<file path="config.mk">
export PLATFORM = sky130hd
export DESIGN_NAME = dbg_acq_window_ctrl
export DESIGN_NICKNAME = d
export VERILOG_FILES = /design/src/rtl/dap_acq_pkg.sv /design/src/rtl/dap_pin_sync.sv /design/src/rtl/dap_key_shift.sv /design/src/rtl/dap_window_timer.sv /design/src/rtl/dbg_acq_window_ctrl.sv
export SDC_FILE = /design/constraint.sdc
export NUM_CORES = 1
export LEC_CHECK = 0
export CORE_UTILIZATION = 60
export CTS_BUF_LIST = sky130_fd_sc_hd__clkbuf_4
export DETAILED_ROUTE_END_ITERATION = 7
export DONT_BUFFER_PORTS = 1
export GPL_TIMING_DRIVEN = 0
export PLACE_DENSITY = 0.76
export SETUP_SLACK_MARGIN = 0.5
export SLEW_MARGIN = 30
export SYNTH_ARGS = -nofsm -noshare
export SYNTH_HDL_FRONTEND = slang
export SYNTH_SLANG_ARGS = --single-unit
</file>
<file path="constraint.sdc">
create_clock -name clk -period 2.45 [get_ports clk]
set_clock_uncertainty 0.15 [all_clocks]
set_input_delay 0.49 -clock clk [delete_from_list [all_inputs] [get_ports clk]]
set_output_delay 0.49 -clock clk [all_outputs]
set_load 0.05 [all_outputs]
</file>
<file path="src/rtl/dap_acq_pkg.sv">
// Shared definitions for the debug port acquisition controller.
// Assumes two candidate pin pairs; the window state encoding is private to the timer.
package dap_acq_pkg;
    localparam int NUM_PAIRS = 2;

    typedef enum logic [1:0] {
        WIN_INIT = 2'd0,
        WIN_EXT  = 2'd1,
        WIN_SHUT = 2'd2
    } win_state_t;
endpackage

</file>
<file path="src/rtl/dap_pin_sync.sv">
// Brings one debug clock/data pair into the system clock domain.
// Assumes each debug clock phase is held for at least one system cycle.
// Produces a one-cycle strobe on a synchronized rising edge, plus the data sampled in step with it.
module dap_pin_sync #(
    parameter int STAGES = 2
) (
    input  logic clk,
    input  logic rst_n,
    input  logic dbg_clk,
    input  logic dbg_dat,
    output logic bit_strobe,
    output logic bit_val
);
    logic [STAGES-1:0] clk_sr;
    logic [STAGES-1:0] dat_sr;
    logic              clk_prev;

    // synchronizer chains for clock and data, equal depth so they stay aligned
    always_ff @(posedge clk) begin
        if (!rst_n) begin
            clk_sr   <= '0;
            dat_sr   <= '0;
            clk_prev <= 1'b0;
        end else begin
            clk_sr   <= {clk_sr[STAGES-2:0], dbg_clk};
            dat_sr   <= {dat_sr[STAGES-2:0], dbg_dat};
            clk_prev <= clk_sr[STAGES-1];
        end
    end

    // rising edge of the synchronized debug clock; the data bit comes from the same stage
    always_comb begin
        bit_strobe = clk_sr[STAGES-1] & ~clk_prev;
        bit_val    = dat_sr[STAGES-1];
    end
endmodule

</file>
<file path="src/rtl/dap_key_shift.sv">
// Sliding key register for one pin pair. Bits enter LSB first at the top.
// Assumes the shift enable is removed once the window shuts or the port is granted.
// Raises key_hit when at least KEY_W bits have arrived and the last KEY_W equal KEY.
module dap_key_shift #(
    parameter int               KEY_W = 32,
    parameter logic [KEY_W-1:0] KEY   = '0
) (
    input  logic clk,
    input  logic rst_n,
    input  logic shift_en,
    input  logic bit_strobe,
    input  logic bit_val,
    output logic key_hit
);
    localparam int              CNT_W = $clog2(KEY_W + 1);
    localparam logic [CNT_W-1:0] FULL = CNT_W'(KEY_W);

    logic [KEY_W-1:0] shreg;
    logic [CNT_W-1:0] fill;

    // shift a new bit in at the MSB so the first bit ends at bit 0
    always_ff @(posedge clk) begin
        if (!rst_n) begin
            shreg <= '0;
            fill  <= '0;
        end else if (shift_en && bit_strobe) begin
            shreg <= {bit_val, shreg[KEY_W-1:1]};
            if (fill != FULL) fill <= fill + 1'b1;
        end
    end

    // match only once the register holds real bits
    always_comb key_hit = (fill == FULL) && (shreg == KEY);
endmodule

</file>
<file path="src/rtl/dap_window_timer.sv">
// Times the acquisition window from reset release.
// Assumes edge_seen is a single-cycle pulse per synchronized debug clock rise.
// Opens a short initial window and stretches it when EDGE_NEED edges arrive early.
// Shuts the window at its deadline unless the port is held.
module dap_window_timer
    import dap_acq_pkg::*;
#(
    parameter int INIT_CYC  = 400,
    parameter int EXT_CYC   = 20000,
    parameter int EDGE_NEED = 8
) (
    input  logic clk,
    input  logic rst_n,
    input  logic edge_seen,
    input  logic hold,
    output logic win_open,
    output logic extended,
    output logic closed
);
    localparam int CW = $clog2(EXT_CYC + 1);
    localparam int EW = $clog2(EDGE_NEED + 1);
    localparam logic [CW-1:0] INIT_LAST = CW'(INIT_CYC - 1);
    localparam logic [CW-1:0] EXT_LAST  = CW'(EXT_CYC - 1);
    localparam logic [CW-1:0] EXT_SAT   = CW'(EXT_CYC);
    localparam logic [EW-1:0] EDGE_LAST = EW'(EDGE_NEED - 1);
    localparam logic [EW-1:0] EDGE_SAT  = EW'(EDGE_NEED);

    win_state_t    state, state_nx;
    logic [CW-1:0] cyc;
    logic [EW-1:0] edges;
    logic          ext_q;

    // cycles since reset, saturating at the long deadline
    always_ff @(posedge clk) begin
        if (!rst_n)              cyc <= '0;
        else if (cyc != EXT_SAT) cyc <= cyc + 1'b1;
    end

    // early debug clock edges, counted only while the initial window runs
    always_ff @(posedge clk) begin
        if (!rst_n)
            edges <= '0;
        else if (state == WIN_INIT && edge_seen && edges != EDGE_SAT)
            edges <= edges + 1'b1;
    end

    // window state transitions
    always_comb begin
        state_nx = state;
        case (state)
            WIN_INIT: begin
                if (edge_seen && edges == EDGE_LAST)
                    state_nx = WIN_EXT;
                else if (cyc == INIT_LAST && !hold)
                    state_nx = WIN_SHUT;
            end
            WIN_EXT: begin
                if (cyc == EXT_LAST && !hold)
                    state_nx = WIN_SHUT;
            end
            default: state_nx = WIN_SHUT;
        endcase
    end

    // state register and the sticky extension flag
    always_ff @(posedge clk) begin
        if (!rst_n) begin
            state <= WIN_INIT;
            ext_q <= 1'b0;
        end else begin
            state <= state_nx;
            if (state == WIN_INIT && state_nx == WIN_EXT) ext_q <= 1'b1;
        end
    end

    // decoded window status
    always_comb begin
        win_open = (state != WIN_SHUT);
        closed   = (state == WIN_SHUT);
        extended = ext_q;
    end
endmodule

</file>
<file path="src/rtl/dbg_acq_window_ctrl.sv">
// Debug port acquisition window controller, top level.
// Assumes the debug pins are asynchronous to clk and that sec_enable is a quasi-static level.
// Grants the port to the first pin pair that shifts in KEY inside the open window.
module dbg_acq_window_ctrl
    import dap_acq_pkg::*;
#(
    parameter int               CYC_PER_US  = 50,
    parameter int               INIT_US     = 8,
    parameter int               EXT_US      = 400,
    parameter int               EDGE_NEED   = 8,
    parameter int               SYNC_STAGES = 2,
    parameter int               KEY_W       = 32,
    parameter logic [KEY_W-1:0] KEY         = 32'h6D1B_E4C5
) (
    input  logic clk,
    input  logic rst_n,
    input  logic sec_enable,
    input  logic pa_clk,
    input  logic pa_dio,
    input  logic pb_clk,
    input  logic pb_dio,
    output logic acquired,
    output logic selected_pair,
    output logic window_extended,
    output logic window_closed,
    output logic trace_en
);
    localparam int INIT_CYC = INIT_US * CYC_PER_US;
    localparam int EXT_CYC  = EXT_US * CYC_PER_US;

    logic [NUM_PAIRS-1:0] pin_clk, pin_dat, strobe, bitv, hit;
    logic                 win_open, shift_en;
    logic                 acq_q, sel_q;

    assign pin_clk = {pb_clk, pa_clk};
    assign pin_dat = {pb_dio, pa_dio};

    // one synchronizer and key register per pin pair
    for (genvar p = 0; p < NUM_PAIRS; p++) begin : g_pair
        dap_pin_sync #(.STAGES(SYNC_STAGES)) u_sync (
            .clk       (clk),
            .rst_n     (rst_n),
            .dbg_clk   (pin_clk[p]),
            .dbg_dat   (pin_dat[p]),
            .bit_strobe(strobe[p]),
            .bit_val   (bitv[p])
        );
        dap_key_shift #(.KEY_W(KEY_W), .KEY(KEY)) u_key (
            .clk       (clk),
            .rst_n     (rst_n),
            .shift_en  (shift_en),
            .bit_strobe(strobe[p]),
            .bit_val   (bitv[p]),
            .key_hit   (hit[p])
        );
    end

    dap_window_timer #(
        .INIT_CYC (INIT_CYC),
        .EXT_CYC  (EXT_CYC),
        .EDGE_NEED(EDGE_NEED)
    ) u_timer (
        .clk      (clk),
        .rst_n    (rst_n),
        .edge_seen(|strobe),
        .hold     (acq_q),
        .win_open (win_open),
        .extended (window_extended),
        .closed   (window_closed)
    );

    // key bits count only while the window is open, unclaimed and permitted
    always_comb shift_en = win_open && !acq_q && sec_enable;

    // grant latch: first matching pair wins, pair A on a tie
    always_ff @(posedge clk) begin
        if (!rst_n) begin
            acq_q <= 1'b0;
            sel_q <= 1'b0;
        end else if (!acq_q && win_open && sec_enable && (|hit)) begin
            acq_q <= 1'b1;
            sel_q <= ~hit[0];
        end
    end

    // outputs; trace follows the grant in the same cycle
    always_comb begin
        acquired      = acq_q;
        selected_pair = sel_q;
        trace_en      = acq_q;
    end
endmodule

</file>
# Yosys cells after proc, flatten, opt, wreduce, memory -nomap -nowiden
# Index checks and enable logic that the tools add are counted.
totals:
  out_inout_bits: 5
  reg_bits: 110
op_classes:
  mux: 4
  eq_ne: 15
  reduce_logical: 19
  add_sub_neg: 4
  bitwise: 5
ops:
  columns: ["op", "count"]
  rows:
  - ["equality test 32 x 31 -> 1 bit (second input constant)", 2]
  - ["adder 15 x 1 -> 15 bit (second input constant)", 1]
  - ["equality test 15 bit (second input constant)", 1]
  - ["equality test 15 x 9 -> 1 bit (second input constant)", 1]
  - ["!= test 15 bit (second input constant)", 1]
  - ["logical AND 1 bit", 13]
  - ["adder 6 x 1 -> 6 bit (second input constant)", 2]
  - ["equality test 6 bit (second input constant)", 2]
  - ["!= test 6 bit (second input constant)", 2]
  - ["2-to-1 mux 2 bit", 3]
  - ["adder 4 x 1 -> 4 bit (second input constant)", 1]
  - ["equality test 2 x 1 -> 1 bit (second input constant)", 2]
  - ["equality test 4 x 3 -> 1 bit (second input constant)", 1]
  - ["!= test 4 bit (second input constant)", 1]
  - ["case mux 2 bit (2 select lines)", 1]
  - ["AND reduction 2 bit", 2]
  - ["OR reduction 2 bit", 2]
  - ["NOT 1 bit", 3]
  - ["AND 1 bit", 2]
  - ["equality test 2 bit (second input constant)", 1]
  - ["zero test 2 bit", 1]
  - ["!= test 2 bit (second input constant)", 1]
  - ["zero test 1 bit", 1]

# Longest topological paths before layout
# Gate-level depths: netlist (run 1).
logic_depth:
  depth_word: 8
  depth_mapped: 6
  ltp_nobuf: 6

# By module
# Synthesis (run 1) repeated with hierarchy kept, for this count alone.
unflattened:
  hier_cells: 536
  hier_area_um2: 4465.5
by_module_without_submodules:
  columns: ["module", "cells_per_inst", "seq_area_each_um2", "instances", "area_per_inst_um2"]
  rows:
  - ["dap_key_shift", 190, 760.7, 2, 1505.2]
  - ["dap_window_timer", 123, 440.4, 1, 1072.3]
  - ["dap_pin_sync", 11, 100.1, 2, 137.6]
  - ["dbg_acq_window_ctrl", 11, 40.0, 1, 107.6]

# Least setup slack after synthesis (run 1)
# Ideal clock, no wire load.
synth_path:
  kind: "register to register"
  startpoint: "register acq_q (netlist: acquired)"
  endpoint: "register g_pair[1].u_key.shreg[18]"
  path_stages_with_launch: 7
  t_arrival_ns: 1.557
  required_time_ns: 2.168
  slack_ns: 0.611
  cell_sequence: "dfxtp_1 > and2b_1 > and3_1 > buf_2 > buf_2 > nand2_1 > a21oi_1"
synth_between:
  elab_chain_cells: 4
synth_lines:
  columns: ["element", "line_no", "source"]
  rows:
  - ["start: declaration", "dbg_acq_window_ctrl.sv:33", "logic acq_q, sel_q;"]
  - ["start signal: assignment", "dbg_acq_window_ctrl.sv:78", "acq_q <= 1'b0;"]
  - ["start signal: assignment", "dbg_acq_window_ctrl.sv:81", "acq_q <= 1'b1;"]
  - ["zero test 1 bit", "dbg_acq_window_ctrl.sv:73", "always_comb shift_en = win_open && !acq_q && sec_enable;"]
  - ["logical AND 1 bit (2 in series)", "dbg_acq_window_ctrl.sv:73", null]
  - ["logical AND 1 bit", "dap_key_shift.sv:26", "end else if (shift_en && bit_strobe) begin"]
  - ["end signal: assignment", "dap_key_shift.sv:27", "shreg <= {bit_val, shreg[KEY_W-1:1]};"]
  - ["end: declaration", "dap_key_shift.sv:18", "logic [KEY_W-1:0] shreg;"]
# Every way passes these cells.
# A chain may end at the register's enable or synchronous reset.

# Worst setup path in the final report (run 1)
layout_path:
  startpoint: "register g_pair[0].u_key.shreg[21]"
  endpoint: "register sel_q (netlist: selected_pair)"
layout_between:
  elab_chain_cells: 4
  elab_cells_between_ends: 5
  classes_between: "eq/ne (1); bitwise (1); reduce/logical (3)"
layout_lines:
  columns: ["element", "line_no", "source"]
  rows:
  - ["start: declaration", "dap_key_shift.sv:18", null]
  - ["start signal: assignment", "dap_key_shift.sv:27", null]
  - ["equality test 32 x 31 -> 1 bit (*)", "dap_key_shift.sv:33", "always_comb key_hit = (fill == FULL) && (shreg == KEY);"]
  - ["logical AND 1 bit (*)", "dap_key_shift.sv:33", null]
  - ["OR reduction 2 bit", "dbg_acq_window_ctrl.sv:80", "end else if (!acq_q && win_open && sec_enable && (|hit)) begin"]
  - ["logical AND 1 bit", "dbg_acq_window_ctrl.sv:80", null]
  - ["end signal: assignment", "dbg_acq_window_ctrl.sv:82", "sel_q <= ~hit[0];"]
  - ["end: declaration", "dbg_acq_window_ctrl.sv:33", null]
# Every way passes the cells marked *; elsewhere a longest branch is shown, timed or not.

==> results by group, run 1 <==
CTS
  – Clock Path Buffers: 2
  – CTS tree: built
  – Root buffer cell: clkbuf_4
  – Clock transition at the registers of the reported paths: about 0.16 ns
  – Num Clock Sinks: 110
  – Clock latency on the worst-skew pair: 0.44 ns
  – CTS Buf Count: 9
  – CTS HTree Levels: 3

Drt
  – DR pass1 iterations: 4
  – Routed vias/inst: ~5.5
  – Vias after detailed routing: 3602
  – Antenna Nets Post-Route: 0
  – Initial drt markers: approximately 160
  – Post-route DRC: 0
  – WL/cell: 13.4 um
  – WL final: 8700 um

STA
  – Period utilization: around 76%
  – Max Freq: 540 MHz
  – RSZ-0062 raised after global routing: true
  – Final WS setup: 0.599 ns
  – Slew Viols, Final: 0
  – Slew Limit Headroom: 61.6%
  – Setup violations, final: 0
  – Endpoints failing hold: 0
  – Final sum of negative setup slack: 0 ns
  – Worst slew pin tran: between 0.5 and 0.6 ns
  – Min Tclk post-route: approximately 1.9 ns

Floorplanning
  – Core area: ~7200 um^2
  – Die height: between 80 and 90 um
  – Die W: 88.1 um
  – Starting Density: between 60% and 70%
  – Die ar.: slightly below 8000 um^2
  – Floorplan row count: 31
  – Top Ports: 12

Synth
  – Synth Area in Simple Gates: 28.3%
  – Synth async-reset ratio: 0%
  – Mux cell area share after synthesis: less than 1%
  – Primary flip-flop cell chosen by synthesis mapping: dfxtp_1
  – Synth Cell Area: ~4400 um^2
  – Netlist cell types: 44
  – Syn Area/Cell: between 8 and 9 um^2
  – Synthesized Nets: between 500 and 600
  – Synth Register Bits: 110
  – Synthesized instance count: 533
  – Post-synth EDFFs: 0
  – Seq/Total Area, Yosys: between 40% and 50%
  – Post-synthesis compound-gate area fraction: between 10% and 20%
  – Xor and xnor area share after synthesis: under 10%
  – Largest family of logic cells by synthesized area: simple AND/OR/NAND/NOR gates
  – Synth warnings: 0
  – Area share of fa/ha/maj cells after synthesis: under 10%

GRT
  – First-pass GRT wire length: ~14000 um
  – GRT Overall Usage: about a quarter
  – Initial antenna violation count: 0
  – Vias in the first global route: between 3000 and 4000
  – Remaining global-route overflow: 0
  – Pin count of the biggest net entering global routing: 18

Setup path
  – CP Launch Type: flip-flop
  – R2r setup slk: roughly 0.60 ns
  – Crit Path Category: reg2reg
  – Max Fanout on Critical Path: 3
  – Crit. End Element: flip-flop
  – Worst Path Arrival: 2.05 ns
  – Critical Path RT: ~2.7 ns

Layout
  – Area growth, synth to finish: 8.36%
  – Final #Nets: ~560
  – N_diodes: 0
  – Layout cells sized above 1: under 10%
  – Most common cell after layout, fill and taps aside: nand2_1
  – Most frequent cells in the layout: 138 x nand2_1, 108 x dfxtp_1, 79 x a21oi_1

Min path
  – Hold WC Path Type: in2reg

Run
  – Max-Cap Viols: 0

Power
  – PD cells: 601 nW/um^2
  – Static Leakage: 1.61 nW
  – Worst VDD drop: ~0.43 mV

Placement
  – PortBufs: 0
  – Placer Congestion: roughly 0.82
  – Detailed placement HPWL: slightly above 6000 um
  – Worst slack at placement: between 0.2 and 0.25 ns

Outcome
  – Status: completed
## cell usage after synthesis, types with 4 or more instances
master	instances	area (um^2)
nand2_1	138	518
dfxtp_1	110	2200
a21oi_1	79	395
nor2_1	21	78.8
inv_1	17	63.8
clkbuf_1	13	48.8
nand4_1	13	81.3
nand3_1	12	60.1
and2_1	11	68.8
buf_2	11	55.1
xnor2_1	11	96.3
nor4bb_1	9	90.1
ha_1	8	100
nor4_1	8	50.1
o21ai_0	8	40.0
or4_1	6	45.0
nor4b_1	5	43.8
and3_1	4	25.0
mux2i_1	4	40.0
nand2b_1	4	25.0
nor3_1	4	20.0
o31ai_1	4	30.0
## layer usage
layer  vias up  routed length (um)  global-route usage, %
met1      1685                4010                   29.6
li1       1854                   -                      -
met5         -                   0                      0
met3        10                 317                   6.50
met2        53                4270                   40.1
met4         0                  98                   5.57
## through the flow
step                instance area [um^2]  util [%]  std cells  hold slack (ns)  total power, W
finish                              4810      66.7        651           0.0320         0.00290
global placement                    4570      63.3        632            0.263         0.00195
floorplan                           4440         -        533            0.262         0.00192
CTS                                 4760      65.9        648          0.00539         0.00292
detailed placement                  4570      63.3        632            0.271         0.00195
global route                        4810      66.7        651          0.00662         0.00301
## power by group
part	internal [W]	leakage, nW	switching [W]	total (W)
clock network	0.000425	0.0880	0.000552	0.000977
registers	0.00180	0.890	0.0000112	0.00181
logic	0.0000310	0.634	0.0000727	0.000104
## cell families after synthesis
| group | count (synthesis) |
|---|---|
| compound gates | 100 |
| flops | 110 |
| buf+inv | 45 |
| xor+xnor | 13 |
| mux | 4 |
| simple gates | 253 |
| fa+ha+maj | 8 |
## repair_timing
item / CTS / global route
setup buffers: 0 / 2
endpoints found under the hold margin: 0 / 1
pin swaps: 1 / 1
setup endpoints to repair: 74 / 50
hold buffers: 0 / 1
gates resized for setup: 8 / 9
## layout make-up
class,count,area (um^2)
Timing Repair Buffer,3,25.0
Clock buffer,10,75.1
Sequential cell,110,2210
Tap cell,99,124
Buffer,28,133
Inverter,17,67.6
Clock inverter,6,86.3
Fill cell,628,2400
Multi-Input combinational cell,378,2100
## worst paths after layout
kind,startpoint,end,depth (start not counted)
worst max-delay path,g_pair[0].u_key.shreg[21]$_SDFFE_PN0P_,selected_pair$_SDFFE_PN0P_,4
worst min-delay path,pb_clk,g_pair[1].u_sync.clk_sr[0]$_SDFF_PN0_,1
worst max register to register,g_pair[0].u_key.shreg[21]$_SDFFE_PN0P_,selected_pair$_SDFFE_PN0P_,4
worst min register to register,g_pair[0].u_sync.dat_sr[1]$_SDFF_PN0_,g_pair[0].u_key.shreg[31]$_SDFFE_PN0P_,2
## flip-flops by register name (all words and copies together) (netlist names)
| name | cells |
|---|---|
| g_pair.u_sync.dat_sr | 4 |
| selected_pair | 1 |
| g_pair.u_key.shreg | 64 |
| g_pair.u_sync.clk_prev | 2 |
| acquired | 1 |
| u_timer.extended | 1 |
| u_timer.state | 2 |
| g_pair.u_key.fill | 12 |
| u_timer.edges | 4 |
| u_timer.cyc | 15 |
| g_pair.u_sync.clk_sr | 4 |
## critical path: stages, from the launching register on
cell and delay (ns):
dfxtp_1 0.36, nor4b_1 0.50, nand4_1 0.18, or4_1 0.44
o211a_1 0.14
Note: power is estimated with default switching activity, not from simulation.
==> run 2: changes to the inputs <==
==> constraint.sdc (replaced) <==
create_clock -name clk -period 1.9 [get_ports clk]
set_clock_uncertainty 0.15 [all_clocks]
set_input_delay 0.38 -clock clk [delete_from_list [all_inputs] [get_ports clk]]
set_output_delay 0.38 -clock clk [all_outputs]
set_load 0.05 [all_outputs]
==> run 2 against run 1 <==
Effect of this change: final cell count grew 7.2%; fmax shrank 2.4%; wire length grew 83%; first-iteration DRC count grew 120%; critical path type unchanged; largest power group unchanged.
==> results by group, run 2 (synthesized netlist as in run 1, its figures left out) <==
Outcome
  – Status: completed

Floorplanning
  – Core area: 7210 um^2 (unchanged)
  – Die W: 88.1 um (unchanged)
  – Die ar.: 7750 um^2 (unchanged)
  – Starting Density: 61.6% (unchanged)
  – Top Ports: 12 (unchanged)
  – Floorplan row count: 31 (unchanged)
  – Die height: 88.1 um (unchanged)

GRT
  – Remaining global-route overflow: 0 (unchanged)
  – GRT Overall Usage: 28.9% (+5.4 points)
  – Initial antenna violation count: 0 (unchanged)
  – Vias in the first global route: 3687 (+18%)
  – Pin count of the biggest net entering global routing: 18 (unchanged)
  – First-pass GRT wire length: 17000 um (+20%)

Layout
  – Number of flip-flops in the largest register: 64 (unchanged)
  – Largest registers: g_pair.u_key.shreg x64, u_timer.cyc x15, g_pair.u_key.fill x12
  – Final #Nets: 609 (+8.4%)
  – Most frequent cells in the layout: 80 x nand2_1, 74 x dfxtp_1, 59 x a21oi_2
  – Most common cell after layout, fill and taps aside: nand2_1
  – Largest register by flop count: g_pair.u_key.shreg
  – Post-layout util: 91.2% (+24 points)
  – Layout fillers: 276 (-56%)
  – N_diodes: 0 (unchanged)
  – Area growth, synth to finish: 48.0%
  – Layout cells sized above 1: 49.9% (+42 points)

Power
  – Static Leakage: 2.65 nW (+65%)
  – PD cells: 588 nW/um^2 (-2.2%)
  – Sw Pwr: 0.000981 W (+54%)
  – Clock power share: 31.6% (-2.1 points)
  – Worst VDD drop: 0.488 mV (+13%)
  – Sw frac: 25.4% (+3.4 points)
  – Internal power: 0.00289 W (+28%)
  – Overall power: 0.00387 W (+34%)
  – Sequential share of power: 60.4% (-2.3 points)
  – Power share of the combinational group: 8.0% (+4.4 points)

Placement
  – PortBufs: 0 (unchanged)
  – Detailed placement HPWL: 6080 um (+0.52%)
  – Placer Congestion: 0.815 (-0.55%)

Setup path
  – Slowest stage delay, CP: 0.51 ns (about the same)
  – CP Launch Type: flip-flop
  – Max Fanout on Critical Path: 5 (+2)
  – Critical Path RT: 2.15 ns (-0.50 ns)
  – CP Cell Sequence: inv_1 -> ha_1 -> nor2b_4 -> nand3_4 -> or4_4 -> o211a_1
  – Buf/Inv on CP: 1 (+1)
  – FF-to-FF Start: g_pair[0].u_key.fill[0]$_SDFFE_PN0P_
  – CP max stage cell: or4_4
  – Worst-case reg-to-reg path depth: 6 (+2)
  – CP top delay family: simple AND/OR/NAND/NOR gates
  – Crit. path cell count: 6 (+2)
  – Crit. End Element: flip-flop
  – Worst Path Arrival: 2.15 ns (+0.10 ns)
  – CP Launch Point: g_pair[0].u_key.fill[0]$_SDFFE_PN0P_
  – Crit Path Category: reg2reg

Run
  – Max-Cap Viols: 0 (unchanged)

STA
  – Slew Viols, Final: 0 (unchanged)
  – Setup violations, final: 0 (unchanged)
  – Min Tclk post-route: 1.90 ns (+0.0451 ns)
  – Final sum of negative setup slack: 0 ns (unchanged)
  – RSZ-0062 raised after global routing: true
  – Worst slew pin tran: 0.688 ns (+0.113 ns)
  – Period utilization: 99.8% (+24 points)
  – Endpoints failing hold: 0 (unchanged)
  – Slew Limit Headroom: 54.1% (-7.5 points)
  – Max Freq: 527 MHz (-2.4%)

Drt
  – DR pass1 iterations: 5 (+1)
  – Routed vias/inst: 6.48 (+17%)
  – WL/cell: 22.8 um (+71%)
  – WL final: 15900 um (+83%)
  – Post-route DRC: 0 (unchanged)
  – Antenna Nets Post-Route: 0 (unchanged)
  – Initial drt markers: 350 (+120%)
  – Vias after detailed routing: 4524 (+26%)

CTS
  – CTS Buf Count: 9 (unchanged)
  – Num Clock Sinks: 110 (unchanged)
  – Root buffer cell: clkbuf_4
  – Clock transition at the registers of the reported paths: 0.18 ns (+0.02 ns)
  – Clock Path Buffers: 2 (unchanged)
  – Clock latency on the worst-skew pair: 0.48 ns (+0.04 ns)
  – CTS tree: built
  – CTS HTree Levels: 3 (unchanged)

Min path
  – Hold WC Path Type: in2reg
  – Hold Path Origin: rst_n
  – Hold Crit Depth: 3 (+2)
-- run 2: through the flow --
step                      instance area [um^2]  setup slack [ns]  hold slack (ns)  cells
after CTS                                 5630             0.137            0.199    680
after global placement                    4710            0.0484            0.264    632
after detailed placement                  4710            0.0284            0.274    632
final                                     6580           0.00385            0.216    698
after global routing                      6580           -0.0763            0.227    698
after floorplan                           4580             0.237            0.262    533
-- run 2: power groups by stage --
stage / logic (W) / registers (W) / clock network (W)
2_1_floorplan: 0.000104 / 0.00239 / 0
3_3_place_gp: 0.000134 / 0.00239 / 0
3_5_place_dp: 0.000139 / 0.00239 / 0
4_1_cts: 0.000215 / 0.00234 / 0.00119
5_1_grt: 0.000320 / 0.00234 / 0.00130
6_report: 0.000308 / 0.00234 / 0.00122
-- run 2: final timing paths --
kind	endpoint	slack (ns)
setup / recovery	selected_pair$_SDFFE_PN0P_	0.004
hold / removal	g_pair[1].u_key.fill[4]$_SDFFE_PN0P_	0.22
setup reg to reg	selected_pair$_SDFFE_PN0P_	0.004
hold reg to reg	g_pair[0].u_sync.clk_sr[1]$_SDFF_PN0_	0.31
-- run 2: timing repair --
action,CTS,global route
pin swaps,51,95
hold buffers,4,0
endpoints found under the setup margin,101,101
hold endpoints to repair,4,0
buffers inserted,22,12
gates resized for setup,133,195
cloned,6,6
-- run 2: final cells by class --
type / instances / area [um^2] / share of cell area (%)
timing repair buffer: 49 / 578 / 8.79
buffer: 28 / 297 / 4.51
inverter: 17 / 70.1 / 1.07
clock inverter: 5 / 57.6 / 0.875
sequential: 110 / 2270 / 34.6
tap: 99 / 124 / 1.88
clock buffer: 11 / 82.6 / 1.26
multi-input combinational: 379 / 3090 / 47.0
-- run 2: metal layers --
| layer | track usage [%] | share of wire, % | vias up |
|---|---|---|---|
| met5 | 0 | 0 | - |
| met4 | 13.5 | 7.0 | 0 |
| met3 | 6.03 | 7.5 | 114 |
| met2 | 51.1 | 50 | 282 |
| met1 | 33.4 | 36 | 2177 |
| li1 | - | - | 1951 |
-- run 2: worst reg2reg max path, stage by stage, from the launching register on --
cell     delay [ns]
dfxtp_4        0.38
inv_1          0.12
ha_1           0.20
nor2b_4        0.18
nand3_4        0.12
or4_4          0.51
o211a_1        0.15
